<file path="src/rtl/alu8_pkg.sv">
package alu8_pkg;

    localparam int unsigned DATA_W = 8;
    localparam int unsigned NIB_W  = 4;
    localparam int unsigned OP_W   = 4;

    // Status word bit positions (decoded by neighbouring logic)
    localparam int unsigned PSW_CY  = 7;
    localparam int unsigned PSW_AC  = 6;
    localparam int unsigned PSW_UF  = 5;
    localparam int unsigned PSW_RSH = 4;
    localparam int unsigned PSW_RSL = 3;
    localparam int unsigned PSW_OV  = 2;
    localparam int unsigned PSW_P   = 0;

    // Bits 7:2 are storable; bits 1:0 are never held
    localparam logic [DATA_W-1:0] PSW_STORE_MASK = 8'hFC;

    typedef enum logic [OP_W-1:0] {
        OP_ADD  = 4'd0,
        OP_ADDC = 4'd1,
        OP_SUBB = 4'd2,
        OP_AND  = 4'd3,
        OP_OR   = 4'd4,
        OP_XOR  = 4'd5,
        OP_CPL  = 4'd6,
        OP_CLR  = 4'd7,
        OP_RL   = 4'd8,
        OP_RLC  = 4'd9,
        OP_RR   = 4'd10,
        OP_RRC  = 4'd11,
        OP_LOAD = 4'd12,
        OP_NOPA = 4'd13,
        OP_NOPB = 4'd14,
        OP_NOPC = 4'd15
    } alu_op_e;

    typedef struct packed {
        logic [DATA_W-1:0] acc;
        logic [DATA_W-1:0] psw;
    } core_state_t;

    typedef struct packed {
        logic [DATA_W-1:0] res;
        logic              cy;
        logic              ac;
        logic              ov;
    } arith_out_t;

    typedef struct packed {
        logic [DATA_W-1:0] res;
        logic              cy;
        logic              cy_we;
    } logic_out_t;

    function automatic logic is_arith(input logic [OP_W-1:0] op);
        return (op == OP_ADD) || (op == OP_ADDC) || (op == OP_SUBB);
    endfunction

    function automatic logic is_logic(input logic [OP_W-1:0] op);
        return (op >= OP_AND) && (op <= OP_RRC);
    endfunction

endpackage

</file>
<file path="src/rtl/alu8_arith.sv">
module alu8_arith
    import alu8_pkg::*;
#(
    parameter int unsigned W   = DATA_W,
    parameter int unsigned NIB = NIB_W
) (
    input  logic [W-1:0] a_i,
    input  logic [W-1:0] b_i,
    input  logic         cin_i,
    input  logic         sub_i,
    output logic [W-1:0] res_o,
    output logic         cy_o,
    output logic         ac_o,
    output logic         ov_o
);

    logic [W-1:0]   b_eff;
    logic           c_eff;
    logic [NIB:0]   lo_sum;
    logic [W-1:0]   low7_sum;
    logic [W:0]     full_sum;
    logic           c_out;
    logic           c_into_msb;

    // Subtraction is done as a + ~b + ~borrow; carries are inverted back.
    always_comb begin
        b_eff      = sub_i ? ~b_i : b_i;
        c_eff      = sub_i ? ~cin_i : cin_i;
        lo_sum     = {1'b0, a_i[NIB-1:0]} + {1'b0, b_eff[NIB-1:0]}
                   + {{NIB{1'b0}}, c_eff};
        low7_sum   = {1'b0, a_i[W-2:0]} + {1'b0, b_eff[W-2:0]}
                   + {{(W-1){1'b0}}, c_eff};
        full_sum   = {1'b0, a_i} + {1'b0, b_eff} + {{W{1'b0}}, c_eff};
        c_out      = full_sum[W];
        c_into_msb = low7_sum[W-1];
        res_o      = full_sum[W-1:0];
        cy_o       = sub_i ? ~c_out : c_out;
        ac_o       = sub_i ? ~lo_sum[NIB] : lo_sum[NIB];
        ov_o       = c_out ^ c_into_msb;
    end

endmodule

</file>
<file path="src/rtl/alu8_logic.sv">
module alu8_logic
    import alu8_pkg::*;
#(
    parameter int unsigned W = DATA_W
) (
    input  logic [W-1:0]    a_i,
    input  logic [W-1:0]    b_i,
    input  logic            cin_i,
    input  logic [OP_W-1:0] op_i,
    output logic [W-1:0]    res_o,
    output logic            cy_o,
    output logic            cy_we_o
);

    always_comb begin
        res_o   = a_i;
        cy_o    = cin_i;
        cy_we_o = 1'b0;
        case (op_i)
            OP_AND: res_o = a_i & b_i;
            OP_OR:  res_o = a_i | b_i;
            OP_XOR: res_o = a_i ^ b_i;
            OP_CPL: res_o = ~a_i;
            OP_CLR: res_o = '0;
            OP_RL:  res_o = {a_i[W-2:0], a_i[W-1]};
            OP_RR:  res_o = {a_i[0], a_i[W-1:1]};
            OP_RLC: begin
                res_o   = {a_i[W-2:0], cin_i};
                cy_o    = a_i[W-1];
                cy_we_o = 1'b1;
            end
            OP_RRC: begin
                res_o   = {cin_i, a_i[W-1:1]};
                cy_o    = a_i[0];
                cy_we_o = 1'b1;
            end
            default: res_o = a_i;
        endcase
    end

endmodule

</file>
<file path="src/rtl/alu8_parity.sv">
module alu8_parity #(
    parameter int unsigned W = 8
) (
    input  logic [W-1:0] d_i,
    output logic         odd_o
);

    logic [W-1:0] chain;

    assign chain[0] = d_i[0];

    for (genvar gi = 1; gi < W; gi++) begin : g_chain
        assign chain[gi] = chain[gi-1] ^ d_i[gi];
    end

    assign odd_o = chain[W-1];

endmodule

</file>
<file path="src/rtl/alu8_core.sv">
module alu8_core
    import alu8_pkg::*;
#(
    parameter logic [7:0]  PSW_ADDR  = 8'hD0,
    parameter int unsigned BANK_REGS = 8,
    localparam int unsigned SHIFT_W  = $clog2(BANK_REGS),
    localparam int unsigned BASE_W   = SHIFT_W + 2
) (
    input  logic              clk_i,
    input  logic              rst_ni,
    input  logic              exec_i,
    input  logic [OP_W-1:0]   op_i,
    input  logic [DATA_W-1:0] opnd_i,
    input  logic              sfr_we_i,
    input  logic [7:0]        sfr_addr_i,
    input  logic [DATA_W-1:0] sfr_wdata_i,
    output logic [DATA_W-1:0] acc_o,
    output logic [DATA_W-1:0] psw_o,
    output logic [1:0]        bank_o,
    output logic [BASE_W-1:0] bank_base_o
);

    core_state_t state_d, state_q;
    arith_out_t  ar;
    logic_out_t  lg;
    logic        psw_wr;
    logic        arith_cin;
    logic        parity_odd;

    assign psw_wr    = sfr_we_i && (sfr_addr_i == PSW_ADDR);
    assign arith_cin = (op_i == OP_ADD) ? 1'b0 : state_q.psw[PSW_CY];

    alu8_arith #(.W(DATA_W), .NIB(NIB_W)) i_arith (
        .a_i   (state_q.acc),
        .b_i   (opnd_i),
        .cin_i (arith_cin),
        .sub_i (op_i == OP_SUBB),
        .res_o (ar.res),
        .cy_o  (ar.cy),
        .ac_o  (ar.ac),
        .ov_o  (ar.ov)
    );

    alu8_logic #(.W(DATA_W)) i_logic (
        .a_i     (state_q.acc),
        .b_i     (opnd_i),
        .cin_i   (state_q.psw[PSW_CY]),
        .op_i    (op_i),
        .res_o   (lg.res),
        .cy_o    (lg.cy),
        .cy_we_o (lg.cy_we)
    );

    alu8_parity #(.W(DATA_W)) i_parity (
        .d_i   (state_q.acc),
        .odd_o (parity_odd)
    );

    // Next-state: software write first, operation flag updates on top.
    always_comb begin
        state_d = state_q;
        if (psw_wr) begin
            state_d.psw = sfr_wdata_i & PSW_STORE_MASK;
        end
        if (exec_i) begin
            if (is_arith(op_i)) begin
                state_d.acc         = ar.res;
                state_d.psw[PSW_CY] = ar.cy;
                state_d.psw[PSW_AC] = ar.ac;
                state_d.psw[PSW_OV] = ar.ov;
            end else if (is_logic(op_i)) begin
                state_d.acc = lg.res;
                if (lg.cy_we) begin
                    state_d.psw[PSW_CY] = lg.cy;
                end
            end else if (op_i == OP_LOAD) begin
                state_d.acc = opnd_i;
            end
        end
    end

    always_ff @(posedge clk_i or negedge rst_ni) begin
        if (!rst_ni) begin
            state_q <= '0;
        end else begin
            state_q <= state_d;
        end
    end

    assign acc_o       = state_q.acc;
    assign psw_o       = (state_q.psw & PSW_STORE_MASK)
                       | {{(DATA_W-1){1'b0}}, parity_odd};
    assign bank_o      = state_q.psw[PSW_RSH:PSW_RSL];
    assign bank_base_o = {bank_o, {SHIFT_W{1'b0}}};

    // nothing requested -> everything holds
    p_idle_hold_r11: assert property (@(posedge clk_i) disable iff (!rst_ni)
        (!exec_i && !sfr_we_i) |=> ($stable(acc_o) && $stable(psw_o)));

    // non-rotating logic ops keep CY, AC, OV
    p_logic_keeps_flags_r6: assert property (@(posedge clk_i) disable iff (!rst_ni)
        (exec_i && !psw_wr && (op_i >= OP_AND) && (op_i <= OP_CLR))
        |=> ($stable(psw_o[7:6]) && $stable(psw_o[2])));

    // rotate left through carry moves old bit 7 into CY
    p_rlc_carry_r7: assert property (@(posedge clk_i) disable iff (!rst_ni)
        (exec_i && (op_i == OP_RLC)) |=> (psw_o[7] == $past(acc_o[7])));

    // clear leaves an even accumulator
    p_clr_parity_r8: assert property (@(posedge clk_i) disable iff (!rst_ni)
        (exec_i && (op_i == OP_CLR)) |=> (acc_o == '0 && psw_o[0] == 1'b0));

    // a status write selects the written bank
    p_bank_write_r10: assert property (@(posedge clk_i) disable iff (!rst_ni)
        psw_wr |=> (bank_o == $past(sfr_wdata_i[4:3])));

    // no-operation codes change nothing
    p_nop_hold_r12: assert property (@(posedge clk_i) disable iff (!rst_ni)
        (exec_i && !sfr_we_i && (op_i >= OP_NOPA)) |=> ($stable(acc_o) && $stable(psw_o)));

endmodule

</file>
<file path="config.mk">
export PLATFORM = sky130hd
export DESIGN_NAME = alu8_core
export DESIGN_NICKNAME = d
export VERILOG_FILES = /design/src/rtl/alu8_pkg.sv /design/src/rtl/alu8_arith.sv /design/src/rtl/alu8_logic.sv /design/src/rtl/alu8_parity.sv /design/src/rtl/alu8_core.sv
export SDC_FILE = /design/constraint.sdc
export NUM_CORES = 1
export LEC_CHECK = 0
export ABC_CLOCK_PERIOD_IN_PS = 2900
export BUFFER_PORTS_ARGS = -buffer_cell sky130_fd_sc_hd__buf_2
export CAP_MARGIN = 20
export CORE_MARGIN = 2
export CORE_UTILIZATION = 41
export DETAILED_ROUTE_END_ITERATION = 8
export SYNTH_ARGS = -nofsm -noshare
export SYNTH_HDL_FRONTEND = slang
export SYNTH_SLANG_ARGS = --single-unit
export TNS_END_PERCENT = 20
</file>
<file path="constraint.sdc">
create_clock -name clk_i -period 2.9 [get_ports clk_i]
set_input_delay 0.725 -clock clk_i [delete_from_list [all_inputs] [get_ports clk_i]]
set_output_delay 0.725 -clock clk_i [all_outputs]
set_load 0.1 [all_outputs]
</file>
==> run_results.csv, run 1 <==
group,metric,value,unit
run_status,outcome,"finished, final reports clean",
floorplanning,fp.dieW,76.56,um
min_path,hold_path_class,"input port to asynchronous set/reset pin",
floorplanning,num_rows,26,
power,leakage,1.286,nW
synthesis,synth_top_area_frac,0.1623,
synthesis,synth_area_leaders,"dfrtp_1 (16%), ha_1 (13%), xnor2_1 (7.3%)",
worst_setup_path,arrival,3000,ps
sta,tightest_slew,554.7,ps
power,p_per_area,792.8,nW/um2
synthesis,avgSynthCellArea,8.114,um2
floorplanning,start_util,0.4226,
sta,holdWs,381.9,ps
finish,layout_commonest_cell,"buf_2",
floorplanning,pin_count,55,
synthesis,synth_edf_count,0,
worst_setup_path,worstPathRequired,3040,ps
sta,hold_violations,0,
routing,drt_iter0_drc,164,
global_routing,antenna_found_initial,0,
synthesis,synth_cell_types,52,
floorplanning,dieHeight,76.56,um
worst_setup_path,start_kind,"input port",
synthesis,synthCells,266,
synthesis,ys.flop_type,"dfrtp_1",
finish,fin_nets,382,
sta,slew_violations,0,
sta,setup_viol,0,
routing,routed_wl,6041,um
routing,vias_per_cell,5.335,
placement,pre_cts_ws,-219.9,ps
cts,htreeDepth,1,
placement,dp_hpwl,4650,um
placement,io_buffers,48,
routing,drtAntennaViolNets,0,
sta,fin_skew,5.059,ps
worst_setup_path,path_class,"input port to register",
synthesis,yosysSeqAreaShare,0.1623,
worst_setup_path,timing.critical_path.fanout_max,5,
floorplanning,core_area,5107,um2
finish,diodes,0,
cts,clkLatencyLatePin,250,ps
synthesis,ys_seq_elements,14,
cts,hold_buffers,0,
synthesis,syn_area,2158,um2
global_routing,grt_usage,0.2110,
worst_setup_path,end_kind,"register",
floorplanning,dieArea,5861,um2
synthesis,yosys_warnings,0,
synthesis,async_flop_share,1.000,
cts,path_clk_slew,70,ps
finish,final_cell_mix,"buf_2 (48), buf_4 (30), ha_1 (23)",
cts,cts_tree,"built",
global_routing,grt_pass1_vias,1958,
cts,cts.sinks,14,
synthesis,yosysTopAreaCell,"dfrtp_1",
run,drv_cap,0,
routing,post_drt_wl_per_cell,15.33,um
cts,max-clock-path-buffers,2,
global_routing,grt_max_degree,32,
sta,worst_slack,37.73,ps
sta,rsz0062_at_grt,"yes",
routing,first_pass_iters,4,
routing,vias,2102,
cts,cts_buffers,3,
routing,drcViolationCount,0,
finish,drive_gt1_frac,0.3210,
sta,slew_headroom,0.6294,
sta,timing.fmax,349.4,MHz
power,vdd_drop_max,595.4,uV
cts,cts-root-buf,"clkbuf_8",
global_routing,grt_overflow,0,
finish,syn2layout_area_growth,23.42,%
placement,gp_routability_congestion,0.9054,
global_routing,grt_pass1_wl,9825,um
sta,fin_crit_sh,0.9870,
sta,period_minus_slack,2862,ps
==> where the power goes <==
part,switching (mW),internal [mW]
Clock,0.0785,0.120
Combinational,1.08,0.506
Sequential,0.0883,0.243
Total,1.24,0.869
==> sequential cells by signal (all words and copies together), names as in the netlist <==
signal       count
acc_o            8
bank_base_o      2
state_q          4
==> routing by layer <==
metal	vias to the layer above	track usage	share of wire	wire length, um
met4	0	0.06000	0.0063	38
met1	980	0.2906	0.46	2768
met2	60	0.3549	0.48	2889
li1	1060	-	-	-
met5	-	0	0	0
met3	2	0.01540	0.057	344
==> worst max-delay path: stages <==
cell	delay, ps
buf_2	100
or2_4	270
or4_4	420
nand2_2	90
fa_2	430
mux2_2	260
mux4_2	440
mux2_2	270
==> repair_timing <==
action | CTS | global route
buffers inserted | 0 | 0
gates resized for setup | 0 | 7
endpoints found under the setup margin | 0 | 4
==> metrics by stage <==
stage	util	instances	total power [mW]	TNS [ps]	area, um2
final	0.5216	394	2.112	0	2664
after global routing	0.5216	394	2.259	-42.86	2664
after CTS	0.5169	394	2.111	0	2640
after detailed placement	0.5061	390	1.898	-1051	2585
after global placement	0.5061	390	1.890	-956.8	2585
after floorplan	-	269	1.587	-1417	2231
==> logic make-up after synthesis <==
logic type | synth area share
mux | 0.09275
compound gates | 0.2290
flops | 0.1623
simple gates | 0.1687
fa+ha+maj | 0.1519
xor+xnor | 0.08116
buf+inv | 0.1125
other cells | 0.001737
==> Yosys cell counts (6+ instances only) <==
cell / count
ha_1: 23
inv_1: 21
o21ai_0: 18
xnor2_1: 18
nand2_1: 17
dfrtp_1: 14
a21oi_1: 13
nor2_1: 12
buf_4: 10
buf_2: 8
nor2b_1: 8
clkbuf_1: 7
nand3_1: 7
mux2_2: 6
==> worst paths after layout <==
check,start,to,slack [ps],cells after the start
worst max-delay path,op_i[2],acc_o[0],40,8
worst min-delay path,rst_ni,acc_o[0],380,1
worst max register to register,state_q[7],acc_o[0],420,6
worst min register to register,state_q[5],state_q[5],500,1
max in group asynchronous,rst_ni,state_q[2],2240,1
min in group clk_i,state_q[5],state_q[5],500,1
==> layout make-up <==
type / instances / area, um2
Sequential cell: 14 / 350.3
Timing Repair Buffer: 78 / 465.4
Inverter: 21 / 78.83
Clock buffer: 4 / 55.05
Fill cell: 514 / 2444
Multi-Input combinational cell: 207 / 1627
Tap cell: 70 / 87.58
No activity file was read; power rests on OpenSTA's default activity.
==> inputs of run 2 (changes only) <==
- GPL_ROUTABILITY_DRIVEN: unset -> 1
- PLACE_DENSITY: unset -> 0.72
==> run_results.csv, run 2 (synthesis results as in run 1) <==
group,metric,value,unit
cts,htreeDepth,1,
global_routing,grt_pass1_vias,2053,
power,switching_power,1.239,mW
placement,pre_cts_ws,-222.6,ps
worst_setup_path,end_kind,"register",
placement,dp_hpwl,4552,um
sta,rsz0062_at_grt,"yes",
global_routing,grt_overflow,0,
cts,cts_tree,"built",
worst_setup_path,worstPathRequired,3050,ps
worst_setup_path,crit_slowest_cell,"mux4_2",
worst_setup_path,start_kind,"input port",
global_routing,grt_usage,0.2025,
worst_setup_path,r2r-end,"acc_o[0]",
routing,drt_iter0_drc,191,
worst_setup_path,arrival,2990,ps
worst_setup_path,rrSetupSlack,420,ps
worst_setup_path,critPathMaxStageDelay,440,ps
floorplanning,num_rows,26,
worst_setup_path,cp_cell_sequence,"buf_2 -> or2_4 -> or4_1 -> nand2_1 -> fa_2 -> mux2_2 -> mux4_2 -> mux2_2",
finish,multi_input_area,1612,um2
global_routing,grt_pass1_wl,9708,um
sta,slew_violations,0,
power,sw_frac_of_total,0.5945,
power,leakage,1.268,nW
cts,cts_buffers,3,
floorplanning,dieHeight,76.56,um
finish,final_cell_mix,"buf_2 (48), buf_4 (27), ha_1 (23)",
worst_setup_path,worstPathBufferInverterCount,1,
floorplanning,fp.dieW,76.56,um
global_routing,grt_max_degree,32,
finish,layout_commonest_cell,"buf_2",
routing,first_pass_iters,5,
power,total_power,2.085,mW
finish,syn2layout_area_growth,21.68,%
worst_setup_path,critPathMostFrequentCell,"mux2_2",
routing,vias,2143,
sta,fin_crit_sh,0.9784,
global_routing,busiest_layer,"met2",
floorplanning,start_util,0.4226,
worst_setup_path,timing.critical_path.fanout_max,4,
run_status,outcome,"finished, final reports clean",
placement,gp_routability_congestion,0.9372,
power,p_int,845.4,uW
min_path,hold_path_class,"input port to asynchronous set/reset pin",
power,pwr-share-comb,0.745,
floorplanning,dieArea,5861,um2
sta,timing.fmax,352.4,MHz
finish,seq_area,350.3,um2
finish,fin_nets,379,
placement,io_buffers,48,
cts,clkLatencyLatePin,260,ps
floorplanning,pin_count,55,
finish,diodes,0,
cts,cts.sinks,14,
worst_setup_path,crit_family,"multiplexers",
worst_setup_path,cp.depth,8,
cts,max-clock-path-buffers,2,
routing,routed_wl,5878,um
sta,period_minus_slack,2837,ps
sta,hold_violations,0,
finish,fill_cells,525,
finish,largest_register_ffs,8,
global_routing,antenna_found_initial,0,
run,drv_cap,0,
worst_setup_path,reg2reg_depth,6,
sta,setup_viol,0,
cts,cts-root-buf,"clkbuf_8",
routing,drcViolationCount,0,
finish,drive_gt1_frac,0.3115,
floorplanning,core_area,5107,um2
power,p_per_area,793.8,nW/um2
power,clock_power_share,0.098,
sta,worst_slack,62.58,ps
global_routing,met3_usage,0.01185,
global_routing,grt.met1_usage,0.2679,
routing,vias_per_cell,5.481,
routing,post_drt_wl_per_cell,15.03,um
power,p_seq_frac,0.157,
worst_setup_path,r2r_start,"state_q[7]",
power,vdd_drop_max,582.7,uV
routing,drtAntennaViolNets,0,
cts,path_clk_slew,70,ps
worst_setup_path,path_class,"input port to register",
sta,fin_skew,8.430,ps
global_routing,grt_use_met2,0.3434,
==> run 2: routing by layer <==
layer  wire length [um]  share of wire
met1               2568           0.44
met5                  0              0
met3                273          0.046
met2               2896           0.49
met4                139          0.024
==> run 2: through the flow <==
step / TNS (ps) / instance area [um2] / std cells / hold WS (ps) / util
3_5_place_dp: -950.9 / 2562 / 387 / 497.2 / 0.5017
6_report: 0 / 2626 / 391 / 363.7 / 0.5142
2_1_floorplan: -1417 / 2231 / 269 / 429.4 / -
4_1_cts: 0 / 2618 / 391 / 382.3 / 0.5125
5_1_grt: -8.046 / 2626 / 391 / 388.5 / 0.5142
3_3_place_gp: -690.8 / 2562 / 387 / 486.3 / 0.5017
==> run 2: how the worst max path moves through the flow <==
stage,startpoint,to
after floorplan,op_i[2],acc_o[0]
after global placement,op_i[2],acc_o[0]
final,op_i[2],acc_o[0]
after global routing,op_i[2],state_q[7]
after detailed placement,op_i[2],acc_o[0]
after CTS,op_i[2],acc_o[0]
==> run 2: cell type report <==
cell class / count / area share
Multi-Input combinational cell: 207 / 0.6136
Timing Repair Buffer: 75 / 0.1687
Sequential cell: 14 / 0.1334
Tap cell: 70 / 0.03335
Inverter: 21 / 0.03001
Clock buffer: 4 / 0.02096
==> run 2: timing repair <==
action / CTS / global route
buffers inserted: 0 / 0
setup endpoints to repair: 0 / 2
hold buffers: 0 / 0
gates resized for setup: 0 / 2
==> run 2: power groups by stage <==
stage          logic [mW]  registers (mW)  clock network (mW)
5_1_grt              1.66           0.339               0.219
2_1_floorplan       0.944           0.643                   0
6_report             1.55           0.327               0.205
3_5_place_dp         1.54           0.330                   0
4_1_cts              1.55           0.327               0.209
3_3_place_gp         1.52           0.330                   0
==> inputs of run 3 (changes only) <==
- CORE_ASPECT_RATIO: unset -> 1.2
==> run_results.csv, run 3 (synthesis results as in run 1) <==
group,metric,value,unit
worst_setup_path,start_kind,"input port",
finish,final_cell_mix,"buf_2 (48), buf_4 (29), ha_1 (23)",
power,p_per_area,794.6,nW/um2
cts,post_cts_resized,0,
finish,diodes,0,
worst_setup_path,end_kind,"register",
worst_setup_path,path_class,"input port to register",
power,total_power,2.091,mW
cts,cts.sinks,14,
finish,layout_commonest_cell,"buf_2",
floorplanning,dieArea,5863,um2
worst_setup_path,timing.critical_path.fanout_max,4,
global_routing,grt_max_degree,32,
min_path,hold_path_class,"input port to asynchronous set/reset pin",
routing,drtAntennaViolNets,0,
sta,holdWs,373.6,ps
cts,hold_buffers,0,
sta,slew_violations,0,
floorplanning,pin_count,55,
worst_setup_path,arrival,3000,ps
sta,fin_skew,8.209,ps
sta,rsz0062_at_grt,"yes",
finish,post-route-util,0.5252,
routing,vias,2118,
sta,timing.fmax,349.7,MHz
sta,hold_violations,0,
routing,vias_per_cell,5.530,
power,vdd_drop_max,703.5,uV
placement,gp_routability_congestion,0.9463,
cts,cts_tree,"built",
cts,cts_setup_buffers,0,
sta,period_minus_slack,2860,ps
finish,fin_area,2631,um2
worst_setup_path,worstPathRequired,3040,ps
routing,drcViolationCount,0,
routing,post_drt_wl_per_cell,15.20,um
global_routing,grt_usage,0.2039,
floorplanning,start_util,0.4308,
global_routing,grt_pass1_vias,2023,
finish,largest_register_ffs,8,
routing,routed_wl,5822,um
global_routing,grt_overflow,0,
routing,drt_iter0_drc,136,
run_status,outcome,"finished, final reports clean",
finish,syn2layout_area_growth,21.91,%
cts,max-clock-path-buffers,2,
power,leakage,1.277,nW
worst_setup_path,reg2reg_depth,6,
placement,place_area,2565,um2
finish,drive_gt1_frac,0.3127,
floorplanning,num_rows,28,
global_routing,grt_pass1_wl,9887,um
cts,cts-root-buf,"clkbuf_8",
routing,first_pass_iters,4,
sta,fin_crit_sh,0.9861,
floorplanning,fp.dieW,70.24,um
placement,dp_hpwl,4645,um
floorplanning,core_area,5010,um2
run,drv_cap,0,
global_routing,antenna_found_initial,0,
cts,htreeDepth,1,
finish,fin_nets,381,
placement,io_buffers,48,
cts,path_clk_slew,70,ps
cts,clkLatencyLatePin,250,ps
sta,setup_viol,0,
floorplanning,dieHeight,83.48,um
cts,cts_buffers,3,
## run 3: cell types whose count changed in the layout (fill, tap and decap cells not counted)
cell / delta
a211oi_1: +1
a211oi_2: -1
buf_4: +2
o21ai_2: -1
o21ai_4: +1
## run 3: path summary, 6_finish.rpt
path,from,end,slack [ps]
max in group asynchronous,rst_ni,state_q[2],2250
worst min register to register,state_q[5],state_q[5],500
min in group clk_i,state_q[5],state_q[5],500
worst max-delay path,op_i[2],acc_o[0],40
worst max register to register,state_q[7],acc_o[0],410
worst min-delay path,rst_ni,acc_o[4],370
## run 3: final cells by class
class | count | area (um2)
clock buffers | 4 | 55.05
repair buffers | 77 | 457.9
flip-flops and latches | 14 | 350.3
multi-input cells | 207 | 1614
inverters | 21 | 78.83
fillers | 491 | 2379
well taps | 60 | 75.07
## run 3: metal layers
layer | global-route usage | vias up | part of all wire
met1 | 0.2760 | 999 | 0.44
li1 | - | 1058 | -
met2 | 0.3602 | 59 | 0.52
met3 | 0.003623 | 2 | 0.033
met4 | 0.04371 | 0 | 0.0070
met5 | 0 | - | 0
## run 3: per-stage QoR
step                std cells  setup slack (ps)  TNS [ps]
floorplan                 269            -265.2     -1417
global route              383            -27.99    -53.91
detailed placement        379            -243.3    -949.7
CTS                       383             35.34         0
finish                    383             40.22         0
global placement          379            -211.2    -794.9
## run 3: where the power goes
group | switching (mW) | internal, mW
logic | 1.07 | 0.493
registers | 0.0843 | 0.243
clock network | 0.0806 | 0.120
total | 1.23 | 0.857
## run 3: worst max-delay path: stages
cell     delay, ps
buf_2          100
or2_4          260
or4_1          400
nand2_1        110
fa_2           430
mux2_2         260
mux4_2         440
mux2_2         270
